### config.mk
export PLATFORM = sky130hd
export DESIGN_NAME = sw_bit_engine
export DESIGN_NICKNAME = d
export VERILOG_FILES = /design/src/rtl/sw_bit_pkg.sv /design/src/rtl/sw_line_sync.sv /design/src/rtl/sw_bit_timer.sv /design/src/rtl/sw_byte_shift.sv /design/src/rtl/sw_bit_engine.sv
export SDC_FILE = /design/constraint.sdc
export NUM_CORES = 1
export LEC_CHECK = 0
export BUFFER_PORTS_ARGS = -buffer_cell sky130_fd_sc_hd__buf_2
export CAP_MARGIN = 20
export CORE_MARGIN = 5
export CORE_UTILIZATION = 51
export DETAILED_ROUTE_END_ITERATION = 8
export PLACE_DENSITY_LB_ADDON = 0.1
export RECOVER_POWER = 100
export SLEW_MARGIN = 20
export SYNTH_ARGS = -nofsm -noshare
export SYNTH_HDL_FRONTEND = slang
export SYNTH_SLANG_ARGS = --single-unit
### constraint.sdc
create_clock -name clk_i -period 2.5 [get_ports clk_i]
set_input_delay 0.125 -clock clk_i [delete_from_list [all_inputs] [get_ports clk_i]]
set_output_delay 0.125 -clock clk_i [all_outputs]
set_load 0.01 [all_outputs]
### src/rtl/sw_bit_pkg.sv
package sw_bit_pkg;
  parameter int unsigned DEF_SAMPLE_OFS = 10;
  parameter int unsigned DEF_TIMEOUT    = 512;
  parameter int unsigned DEF_BYTE_W     = 8;
endpackage

### src/rtl/sw_line_sync.sv
module sw_line_sync (
  input  logic clk_i,
  input  logic rst_ni,
  input  logic tick_i,
  input  logic line_i,
  output logic level_o,
  output logic fall_o
);
  logic [2:0] stg_q;

  // stg_q[0..1] synchronize; stg_q[2] holds the previous synchronized level
  always_ff @(posedge clk_i or negedge rst_ni) begin
    if (!rst_ni) stg_q <= 3'b111;
    else if (tick_i) stg_q <= {stg_q[1:0], line_i};
  end

  assign level_o = stg_q[1];
  assign fall_o  = stg_q[2] & ~stg_q[1];
endmodule

### src/rtl/sw_bit_timer.sv
module sw_bit_timer #(
  parameter int unsigned SAMPLE_OFS = sw_bit_pkg::DEF_SAMPLE_OFS,
  parameter int unsigned TIMEOUT    = sw_bit_pkg::DEF_TIMEOUT
) (
  input  logic clk_i,
  input  logic rst_ni,
  input  logic tick_i,
  input  logic fall_i,
  input  logic level_i,
  output logic sample_o,
  output logic bit_o,
  output logic clr_o,
  output logic abort_o
);
  localparam int unsigned CW = $clog2(SAMPLE_OFS);
  localparam int unsigned IW = $clog2(TIMEOUT + 1);

  logic          armed_q;
  logic [CW-1:0] cnt_q;
  logic [IW-1:0] idle_q;
  logic          abort_q;
  logic          sample_hit, timeout_hit;

  assign sample_hit  = armed_q && (cnt_q == CW'(SAMPLE_OFS - 1));
  assign timeout_hit = !fall_i && (idle_q == IW'(TIMEOUT - 1));
  assign sample_o    = tick_i & sample_hit;
  assign bit_o       = level_i;
  assign clr_o       = tick_i & timeout_hit;
  assign abort_o     = abort_q;

  always_ff @(posedge clk_i or negedge rst_ni) begin
    if (!rst_ni) begin
      armed_q <= 1'b0;
      cnt_q   <= '0;
      idle_q  <= IW'(TIMEOUT);   // saturated: no abort before first edge
      abort_q <= 1'b0;
    end else begin
      abort_q <= clr_o;
      if (tick_i) begin
        if (timeout_hit) armed_q <= 1'b0;
        else if (armed_q) begin
          if (sample_hit) armed_q <= 1'b0;
          else            cnt_q   <= cnt_q + 1'b1;
        end else if (fall_i) begin
          armed_q <= 1'b1;
          cnt_q   <= '0;
        end
        if (fall_i)                      idle_q <= '0;
        else if (idle_q != IW'(TIMEOUT)) idle_q <= idle_q + 1'b1;
      end
    end
  end


  abort_pulse_chk: assert property (@(posedge clk_i) disable iff (!rst_ni)
    abort_o |=> !abort_o);
endmodule

### src/rtl/sw_byte_shift.sv
module sw_byte_shift #(
  parameter int unsigned BYTE_W = sw_bit_pkg::DEF_BYTE_W
) (
  input  logic              clk_i,
  input  logic              rst_ni,
  input  logic              sample_i,
  input  logic              bit_i,
  input  logic              rx_en_i,
  input  logic              clr_i,
  output logic [BYTE_W-1:0] byte_o,
  output logic              valid_o
);
  localparam int unsigned BW = $clog2(BYTE_W);

  logic [BYTE_W-1:0] sh_q, byte_q;
  logic [BW-1:0]     cnt_q;
  logic              valid_q;
  logic              take, last;

  assign take = sample_i && rx_en_i && !clr_i;
  assign last = (cnt_q == BW'(BYTE_W - 1));

  always_ff @(posedge clk_i or negedge rst_ni) begin
    if (!rst_ni) begin
      sh_q    <= '0;
      byte_q  <= '0;
      cnt_q   <= '0;
      valid_q <= 1'b0;
    end else begin
      valid_q <= take && last;
      if (clr_i) begin
        sh_q  <= '0;
        cnt_q <= '0;
      end else if (take) begin
        if (last) begin
          byte_q <= {sh_q[BYTE_W-2:0], bit_i};
          sh_q   <= '0;
          cnt_q  <= '0;
        end else begin
          sh_q  <= {sh_q[BYTE_W-2:0], bit_i};
          cnt_q <= cnt_q + 1'b1;
        end
      end
    end
  end

  assign byte_o  = byte_q;
  assign valid_o = valid_q;


  valid_pulse_chk: assert property (@(posedge clk_i) disable iff (!rst_ni)
    valid_o |=> !valid_o);

  valid_after_sample_chk: assert property (@(posedge clk_i) disable iff (!rst_ni)
    valid_o |-> $past(sample_i));
endmodule

### src/rtl/sw_bit_engine.sv
module sw_bit_engine #(
  parameter int unsigned SAMPLE_OFS = sw_bit_pkg::DEF_SAMPLE_OFS,
  parameter int unsigned TIMEOUT    = sw_bit_pkg::DEF_TIMEOUT,
  parameter int unsigned BYTE_W     = sw_bit_pkg::DEF_BYTE_W
) (
  input  logic              clk_i,
  input  logic              rst_ni,
  input  logic              alt_sel_i,
  input  logic              alt_tick_i,
  input  logic              line_i,
  input  logic              tx_mode_i,
  input  logic              drive_low_i,
  output logic              line_oe_no,
  output logic [BYTE_W-1:0] rx_byte_o,
  output logic              rx_valid_o,
  output logic              abort_o
);
  logic tick, level, fall, sample, bit_v, clr;
  logic oe_nq;

  assign tick = alt_sel_i ? alt_tick_i : 1'b1;

  sw_line_sync u_sync (
    .clk_i, .rst_ni, .tick_i(tick), .line_i,
    .level_o(level), .fall_o(fall)
  );

  sw_bit_timer #(.SAMPLE_OFS(SAMPLE_OFS), .TIMEOUT(TIMEOUT)) u_timer (
    .clk_i, .rst_ni, .tick_i(tick), .fall_i(fall), .level_i(level),
    .sample_o(sample), .bit_o(bit_v), .clr_o(clr), .abort_o
  );

  sw_byte_shift #(.BYTE_W(BYTE_W)) u_shift (
    .clk_i, .rst_ni, .sample_i(sample), .bit_i(bit_v), .rx_en_i(!tx_mode_i),
    .clr_i(clr), .byte_o(rx_byte_o), .valid_o(rx_valid_o)
  );

  always_ff @(posedge clk_i or negedge rst_ni) begin
    if (!rst_ni) oe_nq <= 1'b1;
    else         oe_nq <= ~(tx_mode_i & drive_low_i);
  end
  assign line_oe_no = oe_nq;


  oe_rx_release_chk: assert property (@(posedge clk_i) disable iff (!rst_ni)
    !$past(tx_mode_i) |-> line_oe_no);
endmodule

==> impl_metrics.tcl <==
set metrics [dict create \
    final_cell_area_um2 2000 \
    root_buffer "clkbuf_4" \
    synth_largest_area_cell "dfrtp_1" \
    numCtsBuffers 5 \
    place_congestion 0.820 \
    drive_above_1_share 0.133 \
    dpl.hpwl_um 2430 \
    period_share 0.887 \
    tightest_slew_ns 0.849 \
    finalHoldViolCount 0 \
    synth_async_sr_flop_share 1.00 \
    via_per_inst 5.58 \
    htreeDepth 2 \
    synth-main-ff-cell "dfrtp_1" \
    critPathCaptureType "register" \
    syn-instance-count 155 \
    wl_per_cell_um 14.9 \
    r2r_cells 5 \
    postCtsHoldBufs 4 \
    grt_pass1_vias 1223 \
    fin_skew_ns 0.00529 \
    grt.total_usage 0.153 \
    synth.most_common_cell "dfrtp_1" \
    critical_path_class "reg2reg" \
    period_needed_ns 2.22 \
    drt-total-wl_um 3380 \
    tns_ns 0 \
    ys_ff_latch 39 \
    clk-insertion-delay-late_ns 0.33 \
    clk_path_buf_depth 2 \
    synthTopCellsByArea "dfrtp_1 47%, dfstp_2 7.2%, mux2_4 6.6%, a22o_1 4.8%, ha_1 4.1%" \
    grt_overflow 0 \
    initial_core_util 0.539 \
    fin_nets 192 \
    critPathSlowestCell "nor4_1" \
    crit_chain "ha_1 -> nand4_4 -> nor4_1 -> nor2_1 -> mux2_2" \
    final-setup-viol-count 0 \
    max_slew_margin 0.433 \
    yosysUniqueCellTypes 37 \
    antenna_found_initial 0 \
    cts_setup_buffers 0 \
    synth_top_area_frac 0.466 \
    leakagePower_uw 0.000930 \
    yosysWarnings 0 \
    yosysSeqAreaShare 0.538 \
    vdd_drop_max_mv 0.417 \
    rsz0062_at_grt "no" \
    max_freq_ghz 0.451 \
    cap_violations 0 \
    dieArea_um2 4880 \
    place_area_um2 1950 \
    grt_pass1_wl_um 5890 \
    startpoint_type "register" \
    hold_end "u_sync.stg_q[0]" \
    num_io_pins 18 \
    die_h_um 69.9 \
    power_density_nw_per_um2 732 \
    syn_nets 168 \
    fp.dieW_um 69.9 \
    clkTransAtPathRegs_ns 0.11 \
    areaGrowthSynthToFinish_pct 9.32 \
    hold_path_class "in2reg" \
    vias 1261 \
    cts_sinks 39 \
    reg2reg_from "u_timer.idle_q[1]" \
    cpPeakStageDelay_ns 0.73 \
    post_cts_resized 0 \
    r2r-end "u_timer.cnt_q[0]" \
    min_from "alt_tick_i" \
    std_cell_rows 21 \
    cts_tree "yes" \
    drt_iter0_markers 95 \
    final_util 0.589 \
    core_um2 3390 \
    syn-mean-instance-area_um2 11.8 \
    outcome "complete, no violations" \
    worst_ep_arrival_time_ns 2.44 \
    syn-cell-area_um2 1830 \
    reg2reg_slack_ns 0.28 \
    synth_edf_count 0 \
    cp_max_fo 6 \
    whs_path_depth 4 \
    synth_commonest_cells "34 x dfrtp_1, 19 x nand2_1, 10 x a22o_1, 10 x nor2_1, 8 x mux2_4" \
    portBuffers 17 \
    drcViolationCount 0 \
    ant_nets 0 \
    worstPathRequired_ns 2.72 \
    drt_pass1_iterations 4 \
    antennaDiodeCount 0 \
    maxSlewViolCount 0 \
    grt_start_max_net_pins 40 \
]
==> metal layers <==
layer,vias to the layer above,track usage,part of all wire
li1,612,-,-
met1,612,0.192,0.44
met2,35,0.244,0.50
met3,2,0.0545,0.052
met4,0,0.0511,0.0068
met5,-,0,0
==> worst max-delay path: cells and delay by family (launching register included) <==
kind,cells,cell delay [ns]
muxes,1,0.33
adders and majority gates,1,0.27
and+or+nand+nor,3,1.12
DFF,1,0.40
==> layout by cell type (no fill, tap or decap), types with 2 or more instances in the layout <==
| cell | instances |
|---|---|
| ha_1 | 6 |
| dfrtp_1 | 34 |
| nor3_1 | 3 |
| nor2_1 | 10 |
| mux2_2 | 2 |
| o31ai_1 | 5 |
| nor2b_1 | 4 |
| dfstp_2 | 4 |
| clkbuf_4 | 5 |
| o21ai_0 | 5 |
| clkbuf_1 | 13 |
| buf_2 | 6 |
| nand2_1 | 19 |
| nand3_1 | 4 |
| mux2_1 | 8 |
| nor4_1 | 4 |
| a21o_1 | 2 |
| xnor2_1 | 4 |
| a22o_1 | 10 |
| inv_1 | 4 |
| dlygate4sd3_1 | 4 |
| nand2b_1 | 4 |
==> flip-flops by register name (all words and copies together) (netlist names) <==
| signal | flops |
|---|---|
| u_shift.byte_o | 8 |
| u_timer.armed_q | 1 |
| u_shift.sh_q | 7 |
| line_oe_no | 1 |
| u_sync.stg_q | 3 |
| u_timer.cnt_q | 4 |
| u_shift.cnt_q | 3 |
| u_shift.valid_o | 1 |
| u_timer.idle_q | 10 |
| u_timer.abort_o | 1 |
==> worst max-delay path by stage <==
stage,to,from,slack [ns]
global route,u_timer.cnt_q[0],u_timer.idle_q[1],0.10
global placement,u_shift.byte_o[0],u_timer.idle_q[1],0.34
detailed placement,u_shift.byte_o[3],u_timer.idle_q[1],0.28
finish,u_timer.cnt_q[0],u_timer.idle_q[1],0.28
floorplan,u_shift.byte_o[0],u_timer.idle_q[1],0.51
CTS,u_shift.byte_o[7],u_timer.idle_q[1],0.26
==> power by group <==
part,switching (uW),internal [uW]
Combinational,162,157
Clock,188,110
Sequential,113,733
Total,463,999
==> logic make-up (layout without fill, tap and decap cells) <==
| kind of cell | Yosys count | in the layout | synth area share |
|---|---|---|---|
| adder cells (fa/ha/maj) | 6 | 6 | 0.0411 |
| AND/OR/NAND/NOR | 58 | 58 | 0.176 |
| XOR/XNOR | 4 | 4 | 0.0192 |
| multiplexers | 11 | 11 | 0.0836 |
| buffers and inverters | 9 | 34 | 0.0226 |
| flip-flops | 39 | 39 | 0.538 |
| AO/OA/AOI/OAI | 28 | 28 | 0.120 |
==> cell type report <==
type	count	area, um^2
timing repair buffer	22	119
clock inverter	1	5.00
inverter	4	15.0
fill	318	1390
multi-input combinational	107	773
sequential	39	982
clock buffer	7	45.0
tap	46	57.6
==> stage by stage <==
stage	setup slack (ns)	hold WS, ns	std cells	total power, uW
after floorplan	0.511	-0.171	155	1080
after global placement	0.344	0.265	214	1150
after detailed placement	0.276	0.268	214	1180
after CTS	0.261	0.183	226	1490
after global routing	0.100	0.204	226	1580
final	0.284	0.195	226	1460
Note: power is estimated with default switching activity, not from simulation.
